$ cat src/rtl/wo_pkg.sv
package wo_pkg;
  typedef enum logic {
    ORD_RELAXED = 1'b0,
    ORD_STRICT  = 1'b1
  } ord_mode_e;

  localparam int NUM_PATHS = 2;
endpackage

$ cat src/rtl/wo_fifo.sv
module wo_fifo #(
  parameter int W     = 8,
  parameter int DEPTH = 4
) (
  input  logic         clk,
  input  logic         rst_n,
  input  logic         push,
  input  logic [W-1:0] push_data,
  input  logic         pop,
  output logic [W-1:0] head_data,
  output logic         head_valid,
  output logic         can_push
);
  localparam int PW = (DEPTH > 1) ? $clog2(DEPTH) : 1;
  localparam int CW = $clog2(DEPTH + 1);

  logic [W-1:0]  store [DEPTH];
  logic [PW-1:0] rd_ptr, wr_ptr;
  logic [CW-1:0] fill;

  function automatic logic [PW-1:0] bump(input logic [PW-1:0] p);
    return (p == PW'(DEPTH - 1)) ? '0 : p + 1'b1;
  endfunction

  always_ff @(posedge clk) begin
    if (push) store[wr_ptr] <= push_data;
  end

  always_ff @(posedge clk) begin
    if (!rst_n) begin
      rd_ptr <= '0;
      wr_ptr <= '0;
      fill   <= '0;
    end else begin
      if (push) wr_ptr <= bump(wr_ptr);
      if (pop)  rd_ptr <= bump(rd_ptr);
      fill <= fill + CW'(push) - CW'(pop);
    end
  end

  assign head_data  = store[rd_ptr];
  assign head_valid = (fill != '0);
  assign can_push   = (fill != CW'(DEPTH));


  no_overflow_chk: assert property (@(posedge clk) disable iff (!rst_n)
    push |-> (fill < CW'(DEPTH)));


  no_underflow_chk: assert property (@(posedge clk) disable iff (!rst_n)
    pop |-> (fill != '0));
endmodule

$ cat src/rtl/wo_issue.sv
module wo_issue
  import wo_pkg::*;
#(
  parameter int MAX_OUT = 8
) (
  input  logic                 clk,
  input  logic                 rst_n,
  input  ord_mode_e            mode,
  input  logic                 head_valid,
  input  logic                 head_fence,
  input  logic                 head_path,
  input  logic [NUM_PATHS-1:0] path_ready,
  input  logic [NUM_PATHS-1:0] path_ack,
  output logic [NUM_PATHS-1:0] path_go,
  output logic                 issue,
  output logic                 order_stall
);
  localparam int OW = $clog2(MAX_OUT + 1);

  logic [OW-1:0] inflight;
  logic          held_q;
  logic          rule_ok, room, go;

  assign rule_ok = (inflight == '0) || ((mode == ORD_RELAXED) && !head_fence);
  assign room    = (inflight < OW'(MAX_OUT));
  assign go      = head_valid && (held_q || (rule_ok && room));

  assign path_go[0] = go && !head_path;
  assign path_go[1] = go &&  head_path;
  assign issue      = |(path_go & path_ready);
  assign order_stall = head_valid && !held_q && !rule_ok;

  always_ff @(posedge clk) begin
    if (!rst_n) begin
      inflight <= '0;
      held_q   <= 1'b0;
    end else begin
      inflight <= inflight + OW'(issue) - OW'(path_ack[0]) - OW'(path_ack[1]);
      held_q   <= go && !issue;
    end
  end


  fence_drained_chk: assert property (@(posedge clk) disable iff (!rst_n)
    (issue && head_fence) |-> (inflight == '0));


  strict_serial_chk: assert property (@(posedge clk) disable iff (!rst_n)
    (issue && (mode == ORD_STRICT) && !held_q) |-> (inflight == '0));


  inflight_cap_chk: assert property (@(posedge clk) disable iff (!rst_n)
    inflight <= OW'(MAX_OUT));


  offer_hold_chk: assert property (@(posedge clk) disable iff (!rst_n)
    ((|path_go) && !issue) |=> (path_go == $past(path_go)));
endmodule

$ cat src/rtl/wo_stall_ctr.sv
module wo_stall_ctr #(
  parameter int CNT_W = 16
) (
  input  logic             clk,
  input  logic             rst_n,
  input  logic             stall,
  output logic [CNT_W-1:0] count
);
  always_ff @(posedge clk) begin
    if (!rst_n)                     count <= '0;
    else if (stall && (count != '1)) count <= count + 1'b1;
  end


  stall_nonzero_chk: assert property (@(posedge clk) disable iff (!rst_n)
    stall |=> (count != '0));
endmodule

$ cat src/rtl/wr_order_unit.sv
module wr_order_unit
  import wo_pkg::*;
#(
  parameter int ADDR_W  = 32,
  parameter int DATA_W  = 32,
  parameter int DEPTH   = 4,
  parameter int MAX_OUT = 8,
  parameter int SEL_BIT = 6,
  parameter int CNT_W   = 16
) (
  input  logic              clk,
  input  logic              rst_n,
  input  logic              strict_en,
  input  logic              in_valid,
  output logic              in_ready,
  input  logic [ADDR_W-1:0] in_addr,
  input  logic [DATA_W-1:0] in_data,
  input  logic              in_fence,
  output logic              p0_valid,
  input  logic              p0_ready,
  output logic [ADDR_W-1:0] p0_addr,
  output logic [DATA_W-1:0] p0_data,
  input  logic              p0_ack,
  output logic              p1_valid,
  input  logic              p1_ready,
  output logic [ADDR_W-1:0] p1_addr,
  output logic [DATA_W-1:0] p1_data,
  input  logic              p1_ack,
  output logic [CNT_W-1:0]  order_stall_cycles
);
  localparam int EW = 1 + ADDR_W + DATA_W;

  ord_mode_e    mode_q;
  logic [EW-1:0] head_ent;
  logic          head_valid, can_push, issue, order_stall;
  logic [NUM_PATHS-1:0] path_go, path_ready, path_ack;
  logic [ADDR_W-1:0]    head_addr;
  logic [DATA_W-1:0]    head_data;
  logic                 head_fence;

  always_ff @(posedge clk) begin
    if (!rst_n) mode_q <= ORD_RELAXED;
    else        mode_q <= strict_en ? ORD_STRICT : ORD_RELAXED;
  end

  assign in_ready = can_push;

  wo_fifo #(.W(EW), .DEPTH(DEPTH)) u_queue (
    .clk(clk), .rst_n(rst_n),
    .push(in_valid && can_push), .push_data({in_fence, in_addr, in_data}),
    .pop(issue), .head_data(head_ent), .head_valid(head_valid),
    .can_push(can_push)
  );

  assign {head_fence, head_addr, head_data} = head_ent;
  assign path_ready = {p1_ready, p0_ready};
  assign path_ack   = {p1_ack, p0_ack};

  wo_issue #(.MAX_OUT(MAX_OUT)) u_issue (
    .clk(clk), .rst_n(rst_n), .mode(mode_q),
    .head_valid(head_valid), .head_fence(head_fence),
    .head_path(head_addr[SEL_BIT]),
    .path_ready(path_ready), .path_ack(path_ack),
    .path_go(path_go), .issue(issue), .order_stall(order_stall)
  );

  wo_stall_ctr #(.CNT_W(CNT_W)) u_stall (
    .clk(clk), .rst_n(rst_n), .stall(order_stall), .count(order_stall_cycles)
  );

  logic [ADDR_W-1:0] out_addr [NUM_PATHS];
  logic [DATA_W-1:0] out_data [NUM_PATHS];

  for (genvar gp = 0; gp < NUM_PATHS; gp++) begin : g_path
    assign out_addr[gp] = path_go[gp] ? head_addr : '0;
    assign out_data[gp] = path_go[gp] ? head_data : '0;
  end

  assign p0_valid = path_go[0];
  assign p1_valid = path_go[1];
  assign p0_addr  = out_addr[0];
  assign p0_data  = out_data[0];
  assign p1_addr  = out_addr[1];
  assign p1_data  = out_data[1];


  one_path_chk: assert property (@(posedge clk) disable iff (!rst_n)
    $onehot0({p1_valid, p0_valid}));


  fence_alone_chk: assert property (@(posedge clk) disable iff (!rst_n)
    (p0_valid && p0_ready && head_fence) |-> !p1_valid);
endmodule

$ cat config.mk
export PLATFORM = sky130hd
export DESIGN_NAME = wr_order_unit
export DESIGN_NICKNAME = d
export VERILOG_FILES = /design/src/rtl/wo_pkg.sv /design/src/rtl/wo_fifo.sv /design/src/rtl/wo_issue.sv /design/src/rtl/wo_stall_ctr.sv /design/src/rtl/wr_order_unit.sv
export SDC_FILE = /design/constraint.sdc
export NUM_CORES = 1
export LEC_CHECK = 0
export BUFFER_PORTS_ARGS = -buffer_cell sky130_fd_sc_hd__buf_2
export CAP_MARGIN = 10
export CORE_ASPECT_RATIO = 1.25
export CORE_MARGIN = 2
export CORE_UTILIZATION = 40
export CTS_CLUSTER_SIZE = 24
export DETAILED_ROUTE_END_ITERATION = 16
export MAX_ROUTING_LAYER = met4
export SLEW_MARGIN = 15
export SYNTH_ARGS = -nofsm -noshare
export SYNTH_HDL_FRONTEND = slang
export SYNTH_SLANG_ARGS = --single-unit
export TNS_END_PERCENT = 30
$ cat constraint.sdc
create_clock -name clk -period 7 [get_ports clk]
set_input_delay 1.4 -clock clk [delete_from_list [all_inputs] [get_ports clk]]
set_output_delay 1.4 -clock clk [all_outputs]
set_load 0.05 [all_outputs]
Yosys cells after proc, flatten, opt, wreduce, memory -nomap -nowiden

Memory sizes are Yosys's and may differ from the RTL's. A register that Yosys moved wholly into a read port is not among the register bits.
Cells that the tools add are included.

Register bits after elaboration: 29
Memory bits (writable): 260
Input bits: 73
Output and inout port bits: 147
Logic and storage cells: 54
Memories kept: 1

Memory list:

| name          | words | width | read ports | clocked after Yosys merged registers in | write ports | RTL line      | RTL |
|---|---|---|---|---|---|---|---|
| u_queue.store | 4     | 65    | 1          | 1                                       | 1           | wo_fifo.sv:17 | `logic [W-1:0] store [DEPTH];` |

Add/subtract/negate cells: 8
Magnitude comparators: 1
Equality and inequality tests: 4
Multiplexer cells: 11
Bitwise operators: 2
Reductions and logical operators: 20

Operators by type and width:

| cell                                                             | number |
|---|---|
| 32-bit 2-to-1 mux                                                | 4 |
| 16-bit by 1-bit adder with 16-bit output (second input constant) | 1 |
| 16-bit != test (second input constant)                           | 1 |
| 1-bit logical AND                                                | 10 |
| 2-bit 2-to-1 mux                                                 | 4 |
| 4-bit by 1-bit subtractor with 4-bit output                      | 2 |
| 1-bit logical NOT                                                | 5 |
| 2-bit by 1-bit adder with 2-bit output (second input constant)   | 2 |
| 4-bit by 1-bit adder with 4-bit output                           | 1 |
| 2-bit equality test (second input constant)                      | 2 |
| 4-bit logical NOT                                                | 1 |
| 4-bit less-than comparator (second input constant)               | 1 |
| 3-bit by 1-bit adder with 3-bit output                           | 1 |
| 1-bit 2-to-1 mux                                                 | 3 |
| 3-bit != test (second input constant)                            | 1 |
| 3-bit nonzero test                                               | 1 |
| 3-bit by 1-bit subtractor with 3-bit output                      | 1 |
| 2-bit AND                                                        | 1 |
| 1-bit logical OR                                                 | 2 |
| 2-bit OR reduction                                               | 1 |
| 1-bit inverter                                                   | 1 |

Logic depth before layout (Yosys ltp)

Gate-level depths: netlist (run 1).

Word-level depth: 12
Mapped depth: 10
Gate-level depth less buffers: 10

Cells and area by module

From an unflattened synthesis (run 1), not the netlist that was laid out.

Cells, all modules: 659
Area total of the unflattened synthesis: 12029.0 um^2

Modules (own cells, without submodules):

| module        | times used | cells each | area each (um^2) | sequential area each (um^2) |
|---|---|---|---|---|
| wo_fifo       | 1          | 383        | 9882.0           | 7987.7 |
| wr_order_unit | 1          | 144        | 978.4            | 20.0 |
| wo_stall_ctr  | 1          | 97         | 837.1            | 320.3 |
| wo_issue      | 1          | 35         | 331.6            | 100.1 |

Worst setup path before layout (run 1)

OpenSTA, ideal clock, no wires.

Kind: register to output
Start point: register with a tool-made name
End point: output p0_data[22]
Arrival: 2.255 ns
Data required time: 5.600 ns
Setup slack: 3.345 ns
Stages on the path, launching flop included: 9
Path buffers: 3
Cells stage by stage: dfxtp_1 -> buf_4 -> mux2i_1 -> nand2_1 -> a211oi_1 -> nor2b_1 -> buf_2 -> buf_2 -> and2_1

RTL lines:

| item             | RTL line            | RTL |
|---|---|---|
| end: declaration | wr_order_unit.sv:22 | `output logic [DATA_W-1:0] p0_data,` |

==> results of run 1 <==
[how the worst min path moves through the flow]
| stage | start | to |
|---|---|---|
| after floorplan | u_queue.rd_ptr[1] | flip-flop |
| after global placement | u_queue.rd_ptr[1] | flip-flop |
| after detailed placement | u_queue.rd_ptr[1] | flip-flop |
| after CTS | u_queue.rd_ptr[1] | flip-flop |
| after global routing | u_queue.rd_ptr[1] | flip-flop |
| final | u_queue.rd_ptr[1] | flip-flop |
[per-layer routing]
layer	vias to the layer above	wire, µm	share of wire	track usage
met2	150	12900	0.53	0.280
met5	-	0	0	-
met3	26	1320	0.054	0.0356
li1	3086	-	-	-
met4	0	328	0.014	0.0334
met1	3323	9670	0.40	0.187
[registers in the layout, indices dropped and copies added, names as in the netlist, named ones only]
name              cells
u_queue.store       260
u_queue.rd_ptr        2
u_queue.fill          3
u_issue.held_q        1
mode_q                1
u_queue.wr_ptr        2
u_issue.inflight      4
u_stall.count        16
[final cells by class]
class                   count  area [µm²]
fillers                  2546       14900
flip-flops and latches    291        8440
multi-input cells         328        3260
repair buffers            225        1160
clock buffers              41         781
well taps                 396         495
clock inverters            12         114
inverters                  14        52.6
diodes                      6        15.0
[Yosys cell counts (all sizes together) (2+ instances only)]
cell type	instances	share of area
nor2b	2	0.0011
nand2b	3	0.0016
nand2	17	0.0054
nand4	4	0.0021
o311ai	2	0.0015
nor2	10	0.0032
and3	71	0.037
and2	70	0.037
a21oi	14	0.0059
o41ai	2	0.0015
ha	11	0.012
nor3	2	0.00084
mux4	64	0.12
inv	13	0.0041
o21ai	9	0.0038
or3	4	0.0021
clkbuf	28	0.0088
nand3	6	0.0025
fa	3	0.0051
mux2i	4	0.0034
or4	8	0.0051
edfxtp	260	0.66
o31ai	8	0.0051
buf	17	0.0078
xnor2	4	0.0029
nor4	2	0.0016
dfxtp	31	0.052
[worst max-delay path, delay by kind of cell, from the launching register on]
kind / cells / cell delay (ns)
and+or+nand+nor: 2 / 0.56
AOI/OAI and AO/OA: 2 / 0.41
DFF: 1 / 0.76
muxes: 1 / 0.36
buffers and inverters: 2 / 0.49
[through the flow]
stage,setup WS [ns],power [mW],util,instances,instance area (µm²)
CTS,1.87,5.60,0.488,1306,14300
global route,2.14,5.79,0.489,1312,14300
finish,2.42,5.52,0.489,1313,14300
global placement,2.50,4.12,0.457,1253,13400
floorplan,3.34,3.68,-,678,11900
detailed placement,2.45,4.14,0.457,1253,13400
[kinds of logic after synthesis]
group	count (synthesis)	share of synthesized area
XOR/XNOR	5	0.00368
adder cells (fa/ha/maj)	14	0.0166
flip-flops	291	0.709
multiplexers	69	0.126
buffers and inverters	59	0.0211
AND/OR/NAND/NOR	200	0.100
AO/OA/AOI/OAI	39	0.0235
other	1	0.000315
[power groups by stage]
stage	Combinational (mW)	Sequential [mW]	Clock, mW
after floorplan	1.50	2.17	0
after global placement	1.92	2.21	0
after detailed placement	1.93	2.21	0
after CTS	1.93	2.18	1.49
after global routing	2.03	2.19	1.57
final	1.90	2.17	1.45
==> results by group, run 1 <==
Outcome
  – Status: complete, no violations

Die
  – Initial core utilization: 0.406
  – DIE WIDTH: 158 µm
  – Row count: 70
  – Height of the chip: 197 µm
  – Die Area: 31100 µm²
  – Core area: 29300 µm²
  – IO Pins: 220

Logic synthesis
  – Async SR Flop Fraction: 0
  – Syn Inst Count: 678
  – Syn Nets: 765
  – Warning count from the yosys run: 0
  – Top FF cell, synth: edfxtp_1
  – Synth Cell Area: 11900 µm²
  – Number of flops mapped to enable cells by yosys: 260
  – Mean area per synthesized cell: 17.5 µm²
  – Netlist cell types: 39
  – Seq/Total Area, Yosys: 0.709
  – Post-synthesis register bit count: 291

CTS
  – CTS tree: yes
  – Post-CTS Hold Buffers: 0
  – Post-CTS Resized: 0
  – Htree depth: 1
  – Maximum clock insertion buffer count: 3
  – CTS Sinks: 291
  – # Post-CTS Setup Buffers: 0
  – CTS Buf Count: 29
  – Worst-skew pair later-pin latency: 0.53 ns
  – Clk slew on worst S/H paths: 0.06 ns
  – CTS Root Cell: clkbuf_16

Timing
  – Setup TNS: 0 ns
  – Tmin final: 4.58 ns
  – Final count of pins violating max slew: 0
  – Worst Max-Slew Pin Slew: 1.07 ns
  – Tcrit/Tclk final: 0.655
  – Final setup violation count: 0
  – Fin. Hold Viols: 0
  – Post-route clock skew: 0.00941 ns
  – Final hold slack: 0.488 ns
  – RSZ-0062 raised after global routing: no
  – Rel. slew slack: 0.286
  – FMAX: 218 MHz

Global routing
  – Pin count of the biggest net entering global routing: 66
  – GRT Overall Usage: 0.159
  – Vias in the first global route: 6710
  – Antenna violations before repair: 5
  – Grt ovf: 0
  – First-pass GRT wire length: 37000 µm

Worst setup path
  – FF-to-FF path depth: 10
  – R2r setup slk: 3.35 ns
  – Critical Path RT: 5.60 ns
  – R2R Path End: u_queue.fill[2]
  – Critical path endpoint category: output pin
  – Critical-path top delay cell: dfxtp_4
  – Worst-path cell chain: mux2i_1 > a221oi_4 > a211oi_4 > nor2b_4 > buf_12 > and2_1 > buf_2
  – Crit path kind: flip-flop to output pin
  – Critical Path Max Stage Delay: 0.76 ns
  – Crit path max fanout: 49
  – Worst Setup EP: p0_data[13]
  – Worst EP arrival: 3.18 ns
  – Startpoint Class: flip-flop

Placement
  – Placer Congestion: 0.728
  – DP HPWL: 14600 µm
  – Buffers on Ports: 218

Route
  – Vias: 6585
  – Post-Route WL: 24200 µm
  – Post-DRT Antenna Nets: 0
  – Initial DRC Count: 319
  – Routed WL per cell: 18.5 µm
  – Pre-antenna DRT Iters: 4
  – Vias per cell: 5.02
  – # DRC: 0

Power and ir drop
  – Pwr Density: 386 nW/µm²
  – Clock share of power: 0.263
  – Sequential power share: 0.393
  – Logic pwr share: 0.344
  – Leak Pwr: 5.43 nW
  – Peak supply drop: 0.000208 V
  – NetSw: 2.02 mW
  – Switching portion of total power: 0.365
  – Pint: 3.50 mW

Final layout
  – Area Overhead vs Synth: 20.3%
  – Commonest non-fill, non-tap cell in the layout: edfxtp_1
  – Net count reported at finish: 976
  – Most frequent cells in the layout: edfxtp_1 (260), buf_2 (218), and2_1 (70)
  – Ratio of cells with drive above 1 in the final layout: 0.375

Flow run
  – Max-Cap Viols: 0

Hold path
  – Hold Path Stages: 2
  – Hold/Removal Path Class: flip-flop to flip-flop
Note: power is estimated with default switching activity, not from simulation.
==> inputs of run 2 (changes only) <==
==> constraint.sdc (replaced) <==
create_clock -name clk -period 4.3 [get_ports clk]
set_input_delay 0.86 -clock clk [delete_from_list [all_inputs] [get_ports clk]]
set_output_delay 0.86 -clock clk [all_outputs]
set_load 0.05 [all_outputs]
==> run 2 against run 1 <==
Against the previous run: critical path depth fell by 2; non-clock buffer count rose by 7; sequential share of layout area fell by 0.79 points; final cell count rose by 0.38%; worst hold slack got worse by 0.0028 ns; die area did not move; highest routed layer unchanged.
==> results by group, run 2 (same netlist as run 1, synthesis figures left out) <==
Route
  – # DRC: 0 (unchanged)
  – Post-Route WL: 24700 µm (was 24200 µm)
  – Vias: 6558 (was 6585)
  – Routed WL per cell: 18.8 µm (was 18.5 µm)
  – Pre-antenna DRT Iters: 5 (was 4)
  – Post-DRT Antenna Nets: 0 (unchanged)
  – Vias per cell: 4.98 (was 5.02)
  – Initial DRC Count: 341 (was 319)

Power and ir drop
  – Pwr Density: 644 nW/µm² (was 386 nW/µm²)
  – Clock share of power: 0.289 (was 0.263)
  – Sequential power share: 0.374 (was 0.393)
  – Pint: 6.01 mW (was 3.50 mW)
  – Peak supply drop: 0.000394 V (was 0.000208 V)
  – Logic pwr share: 0.337 (was 0.344)
  – NetSw: 3.33 mW (was 2.02 mW)
  – Leak Pwr: 5.54 nW (was 5.43 nW)
  – Switching portion of total power: 0.357 (was 0.365)

Global routing
  – GRT Overall Usage: 0.164 (was 0.159)
  – First-pass GRT wire length: 38000 µm (was 37000 µm)
  – Vias in the first global route: 6719 (was 6710)
  – Antenna violations before repair: 3 (was 5)
  – Grt ovf: 0 (unchanged)
  – Pin count of the biggest net entering global routing: 66 (unchanged)

Die
  – Height of the chip: 197 µm (unchanged)
  – Row count: 70 (unchanged)
  – DIE WIDTH: 158 µm (unchanged)
  – IO Pins: 220 (unchanged)
  – Core area: 29300 µm² (unchanged)
  – Initial core utilization: 0.406 (unchanged)
  – Die Area: 31100 µm² (unchanged)

CTS
  – CTS tree: yes (unchanged)
  – # Post-CTS Setup Buffers: 0 (unchanged)
  – CTS Root Cell: clkbuf_16 (unchanged)
  – CTS Buf Count: 30 (was 29)
  – Post-CTS Resized: 0 (unchanged)
  – Maximum clock insertion buffer count: 3 (unchanged)
  – Post-CTS Hold Buffers: 0 (unchanged)
  – Worst-skew pair later-pin latency: 0.54 ns (was 0.53 ns)
  – CTS Sinks: 291 (unchanged)
  – Clk slew on worst S/H paths: 0.06 ns (about the same)
  – Htree depth: 1 (unchanged)

Worst setup path
  – Crit path max fanout: 41 (was 49)
  – Startpoint Class: flip-flop (unchanged)
  – FF-to-FF path depth: 9 (was 10)
  – R2R Path End: u_queue.fill[2] (unchanged)
  – Critical path endpoint category: output pin (unchanged)
  – Worst EP arrival: 3.10 ns (was 3.18 ns)
  – Critical Path RT: 3.44 ns (was 5.60 ns)
  – R2r setup slk: 1.02 ns (was 3.35 ns)
  – Crit path kind: flip-flop to output pin (unchanged)

Placement
  – Buffers on Ports: 218 (unchanged)
  – DP HPWL: 15500 µm (was 14600 µm)
  – Placer Congestion: 0.763 (was 0.728)

Final layout
  – Area Overhead vs Synth: 22.0% (was 20.3%)
  – Commonest non-fill, non-tap cell in the layout: edfxtp_1 (unchanged)
  – Ratio of cells with drive above 1 in the final layout: 0.385 (was 0.375)
  – Largest reg by FF count: u_queue.store (unchanged)
  – Largest registers: u_queue.store x260, u_stall.count x16, u_issue.inflight x4 (unchanged)
  – Most frequent cells in the layout: edfxtp_1 (260), buf_2 (218), and2_1 (70) (unchanged)
  – Net count reported at finish: 984 (was 976)
  – Max reg flops: 260 (unchanged)

Timing
  – Final count of pins violating max slew: 0 (unchanged)
  – RSZ-0062 raised after global routing: no (unchanged)
  – Final hold slack: 0.486 ns (was 0.488 ns)
  – Setup TNS: 0 ns (unchanged)
  – Tmin final: 3.96 ns
  – Rel. slew slack: 0.301 (was 0.286)
  – Worst Max-Slew Pin Slew: 1.05 ns (was 1.07 ns)
  – Final setup violation count: 0 (unchanged)
  – Post-route clock skew: 0.0117 ns (was 0.00941 ns)
  – Tcrit/Tclk final: 0.920
  – FMAX: 253 MHz
  – Fin. Hold Viols: 0 (unchanged)

Outcome
  – Status: complete, no violations (unchanged)

Hold path
  – Hold wc startpoint: u_stall.count[8] (was u_queue.rd_ptr[1])
  – Hold/Removal Path Class: flip-flop to flip-flop (unchanged)
  – Hold endpoint: u_stall.count[8]
  – Hold Path Stages: 2 (unchanged)

Flow run
  – Max-Cap Viols: 0 (unchanged)
-- run 2: cell types whose count changed in the layout (fill, tap and decap cells not counted) --
cell,previous run,this run
clkbuf_1,11,5
buf_4,6,13
clkinvlp_4,1,2
clkinv_2,6,3
clkbuf_8,1,4
bufinv_16,2,5
inv_6,1,0
clkbuf_16,29,31
clkinv_1,3,5
diode_2,6,3
-- run 2: worst max-delay path by stage --
stage	end	slack, ns
5_1_grt	p0_addr[3]	0.07
3_5_place_dp	p0_addr[3]	0.82
3_3_place_gp	p0_data[23]	0.90
4_1_cts	p0_data[23]	0.23
6_report	p0_addr[11]	0.34
2_1_floorplan	p0_data[22]	1.18
-- run 2: power groups by stage --
stage	registers (mW)	clock network [mW]	logic, mW
finish	3.50	2.70	3.15
global route	3.53	2.88	3.39
CTS	3.50	2.76	3.22
detailed placement	3.56	0	3.22
global placement	3.55	0	3.19
floorplan	3.54	0	2.45
-- run 2: through the flow --
step	setup WS, ns	utilization	power [mW]	cells	instance area, µm²
global route	0.0664	0.496	9.81	1318	14500
detailed placement	0.816	0.460	6.78	1261	13400
floorplan	1.18	-	5.98	678	11900
global placement	0.895	0.460	6.75	1261	13400
finish	0.345	0.496	9.34	1318	14500
CTS	0.225	0.495	9.49	1315	14500
-- run 2: layout make-up --
cell class              count  area, µm²
clock inverters            14        195
multi-input cells         328       3260
inverters                  14       52.6
repair buffers            232       1210
flip-flops and latches    291       8440
clock buffers              40        850
diodes                      3       7.51
fillers                  2547      14800
well taps                 396        495
-- run 2: per-layer routing --
layer	vias up	GRT usage	routed length (µm)
li1	3106	-	-
met1	3281	0.201	10200
met2	145	0.284	13000
met3	26	0.0303	1280
met4	0	0.0360	316
met5	-	-	0
-- run 2: worst max-delay path, cell delays in order (launching register included) --
cell     delay (ns)
dfxtp_4        0.53
mux4_2         0.79
nor2b_4        0.53
buf_12         0.26
and2_1         0.15
buf_2          0.26
==> inputs of run 3 (changes only) <==
--- a/config.mk
+++ b/config.mk
@@ -9,10 +9,12 @@
 export CAP_MARGIN = 10
 export CORE_ASPECT_RATIO = 1.25
 export CORE_MARGIN = 2
-export CORE_UTILIZATION = 40
+export CORE_UTILIZATION = 51
+export CTS_BUF_LIST = sky130_fd_sc_hd__clkbuf_8
 export CTS_CLUSTER_SIZE = 24
 export DETAILED_ROUTE_END_ITERATION = 16
 export MAX_ROUTING_LAYER = met4
+export PLACE_DENSITY = 0.74
 export SLEW_MARGIN = 15
 export SYNTH_ARGS = -nofsm -noshare
 export SYNTH_HDL_FRONTEND = slang
==> run 3 against run 2 <==
Against the previous run: sequential power about the same; critical path depth increased by 2; core utilization is 12 points higher; register-to-register slack better by 0.38 ns; sequential cell count unchanged; non-clock buffer count shrank 3; clock skew is 0.0059 ns higher; combinational power is essentially flat; largest power group unchanged; highest routed layer unchanged.
==> results by group, run 3 (same netlist as run 1, synthesis figures left out) <==
Power and ir drop
  – Leak Pwr: 5.50 nW (was 5.54 nW)
  – Pwr Density: 616 nW/µm² (was 644 nW/µm²)
  – Peak supply drop: 0.000377 V (was 0.000394 V)

CTS
  – Post-CTS Hold Buffers: 0 (unchanged)
  – CTS tree: yes (unchanged)
  – Maximum clock insertion buffer count: 3 (unchanged)
  – CTS Root Cell: clkbuf_8 (was clkbuf_16)
  – # Post-CTS Setup Buffers: 0 (unchanged)
  – Worst-skew pair later-pin latency: 0.52 ns (was 0.54 ns)
  – Post-CTS Resized: 0 (unchanged)
  – CTS Sinks: 291 (unchanged)
  – Clk slew on worst S/H paths: 0.06 ns (about the same)
  – Htree depth: 2 (was 1)
  – CTS Buf Count: 44 (was 30)

Worst setup path
  – Critical-path top delay cell: buf_4 (was mux4_2)
  – Critical Path RT: 3.44 ns (about the same)
  – Critical path endpoint category: output pin (unchanged)
  – Top Family by Delay on Critical Path: buffers and inverters (was multiplexers)
  – Critical Path Max Stage Delay: 0.40 ns (was 0.79 ns)
  – Worst-path cell chain: mux2i_1 > a221oi_4 > a211oi_4 > nor2b_4 > buf_4 > and2_1 > buf_2 (was mux4_2 > nor2b_4 > buf_12 > and2_1 > buf_2)
  – Crit path kind: flip-flop to output pin (unchanged)
  – Crit path max fanout: 64 (was 41)
  – Crit path buf inv count: 2 (unchanged)
  – Worst EP arrival: 2.71 ns (was 3.10 ns)
  – Startpoint Class: flip-flop (unchanged)

Final layout
  – Layout fillers: 1707 (was 2547)
  – Max reg flops: 260 (unchanged)
  – Most frequent cells in the layout: edfxtp_1 (260), buf_2 (218), and2_1 (70) (unchanged)
  – Commonest non-fill, non-tap cell in the layout: edfxtp_1 (unchanged)
  – Area Overhead vs Synth: 19.2% (was 22.0%)
  – Largest registers: u_queue.store x260, u_stall.count x16, u_issue.inflight x4 (unchanged)
  – Net count reported at finish: 995 (was 984)
  – Largest reg by FF count: u_queue.store (unchanged)
  – Non-Filler Instances: 1232 (was 1318)
  – Ratio of cells with drive above 1 in the final layout: 0.387 (was 0.385)

Flow run
  – Max-Cap Viols: 0 (unchanged)

Hold path
  – Hold/Removal Path Class: flip-flop to flip-flop (unchanged)

Timing
  – Rel. slew slack: 0.390 (was 0.301)
  – Tcrit/Tclk final: 0.831 (was 0.920)
  – Final count of pins violating max slew: 0 (unchanged)
  – Fin. Hold Viols: 0 (unchanged)
  – Tmin final: 3.57 ns (was 3.96 ns)
  – FMAX: 280 MHz (was 253 MHz)
  – Setup TNS: 0 ns (unchanged)
  – RSZ-0062 raised after global routing: no (unchanged)
  – Worst Max-Slew Pin Slew: 0.916 ns (was 1.05 ns)
  – Fin worst setup slack: 0.728 ns (was 0.345 ns)
  – Post-route clock skew: 0.0176 ns (was 0.0117 ns)
  – Final setup violation count: 0 (unchanged)

Die
  – IO Pins: 220 (unchanged)
  – Height of the chip: 175 µm (was 197 µm)
  – Core area: 23000 µm² (was 29300 µm²)
  – Die Area: 24600 µm² (was 31100 µm²)
  – Initial core utilization: 0.518 (was 0.406)
  – Row count: 62 (was 70)
  – DIE WIDTH: 141 µm (was 158 µm)

Placement
  – DP HPWL: 14500 µm (was 15500 µm)
  – Buffers on Ports: 218 (unchanged)
  – DP Worst Slack: 1.22 ns (was 0.816 ns)
  – Placed Cells: 1150 (was 1261)
  – Placer Congestion: 0.731 (was 0.763)

Route
  – Post-DRT Antenna Nets: 0 (unchanged)
  – Vias per cell: 5.45 (was 4.98)
  – Initial DRC Count: 408 (was 341)
  – # DRC: 0 (unchanged)
  – Vias: 6709 (was 6558)
  – Routed WL per cell: 18.6 µm (was 18.8 µm)
  – Post-Route WL: 22900 µm (was 24700 µm)
  – Pre-antenna DRT Iters: 4 (was 5)

Outcome
  – Status: complete, no violations (unchanged)

Global routing
  – Vias in the first global route: 6628 (was 6719)
  – Antenna violations before repair: 4 (was 3)
  – Pin count of the biggest net entering global routing: 66 (unchanged)
  – GRT Overall Usage: 0.192 (was 0.164)
  – First-pass GRT wire length: 35500 µm (was 38000 µm)
  – Grt ovf: 0 (unchanged)
## run 3: cell types whose count changed in the layout (fill, tap and decap cells not counted), moves of 5 or more
cell / before / now
clkinv_1: 5 / 12
clkbuf_8: 4 / 48
buf_4: 13 / 6
clkbuf_16: 31 / 0
inv_1: 13 / 22
clkbuf_1: 5 / 0
## run 3: power breakdown
part / internal (mW) / switching (mW)
Combinational: 0.945 / 2.19
Clock: 1.15 / 0.977
Sequential: 3.39 / 0.0866
## run 3: final cells by class
cell class	count	area, µm²	area share
flip-flops and latches	291	8430	0.595
multi-input cells	328	3240	0.229
repair buffers	229	1240	0.0872
clock buffers	48	661	0.0466
well taps	288	360	0.0254
clock inverters	29	174	0.0123
inverters	14	52.6	0.00371
diodes	5	12.5	0.000883
## run 3: layer usage
layer	wire length (µm)	GRT usage	up-vias
li1	-	-	3124
met1	8980	0.226	3362
met2	12300	0.335	185
met3	1210	0.0422	38
met4	442	0.0554	0
met5	0	-	-
## run 3: path summary, 6_finish.rpt
kind                                  startpoint                to  slack [ns]  depth (start not counted)
worst max-delay path                   flip-flop        p0_data[9]        0.73                          7
worst min-delay path            u_stall.count[8]  u_stall.count[8]        0.48                          2
worst max register to register         flip-flop   u_queue.fill[2]        1.40                          9
worst min register to register  u_stall.count[8]  u_stall.count[8]        0.48                          2
## run 3: worst register-to-register path, stage by stage (launching register included)
cell,delay [ns]
dfxtp_4,0.39
mux4_2,0.59
mux2i_1,0.22
a2111oi_4,0.47
xnor2_1,0.13
ha_1,0.21
fa_1,0.40
xnor2_1,0.18
xnor2_1,0.14
nor2_1,0.05
## run 3: metrics by stage
step,utilization,hold slack (ns),power (mW),area (µm²)
global placement,0.580,0.470,6.68,13300
finish,0.617,0.483,8.74,14200
global route,0.617,0.525,9.16,14200
detailed placement,0.580,0.473,6.73,13300
floorplan,-,0.456,5.98,11900
CTS,0.617,0.482,8.86,14200
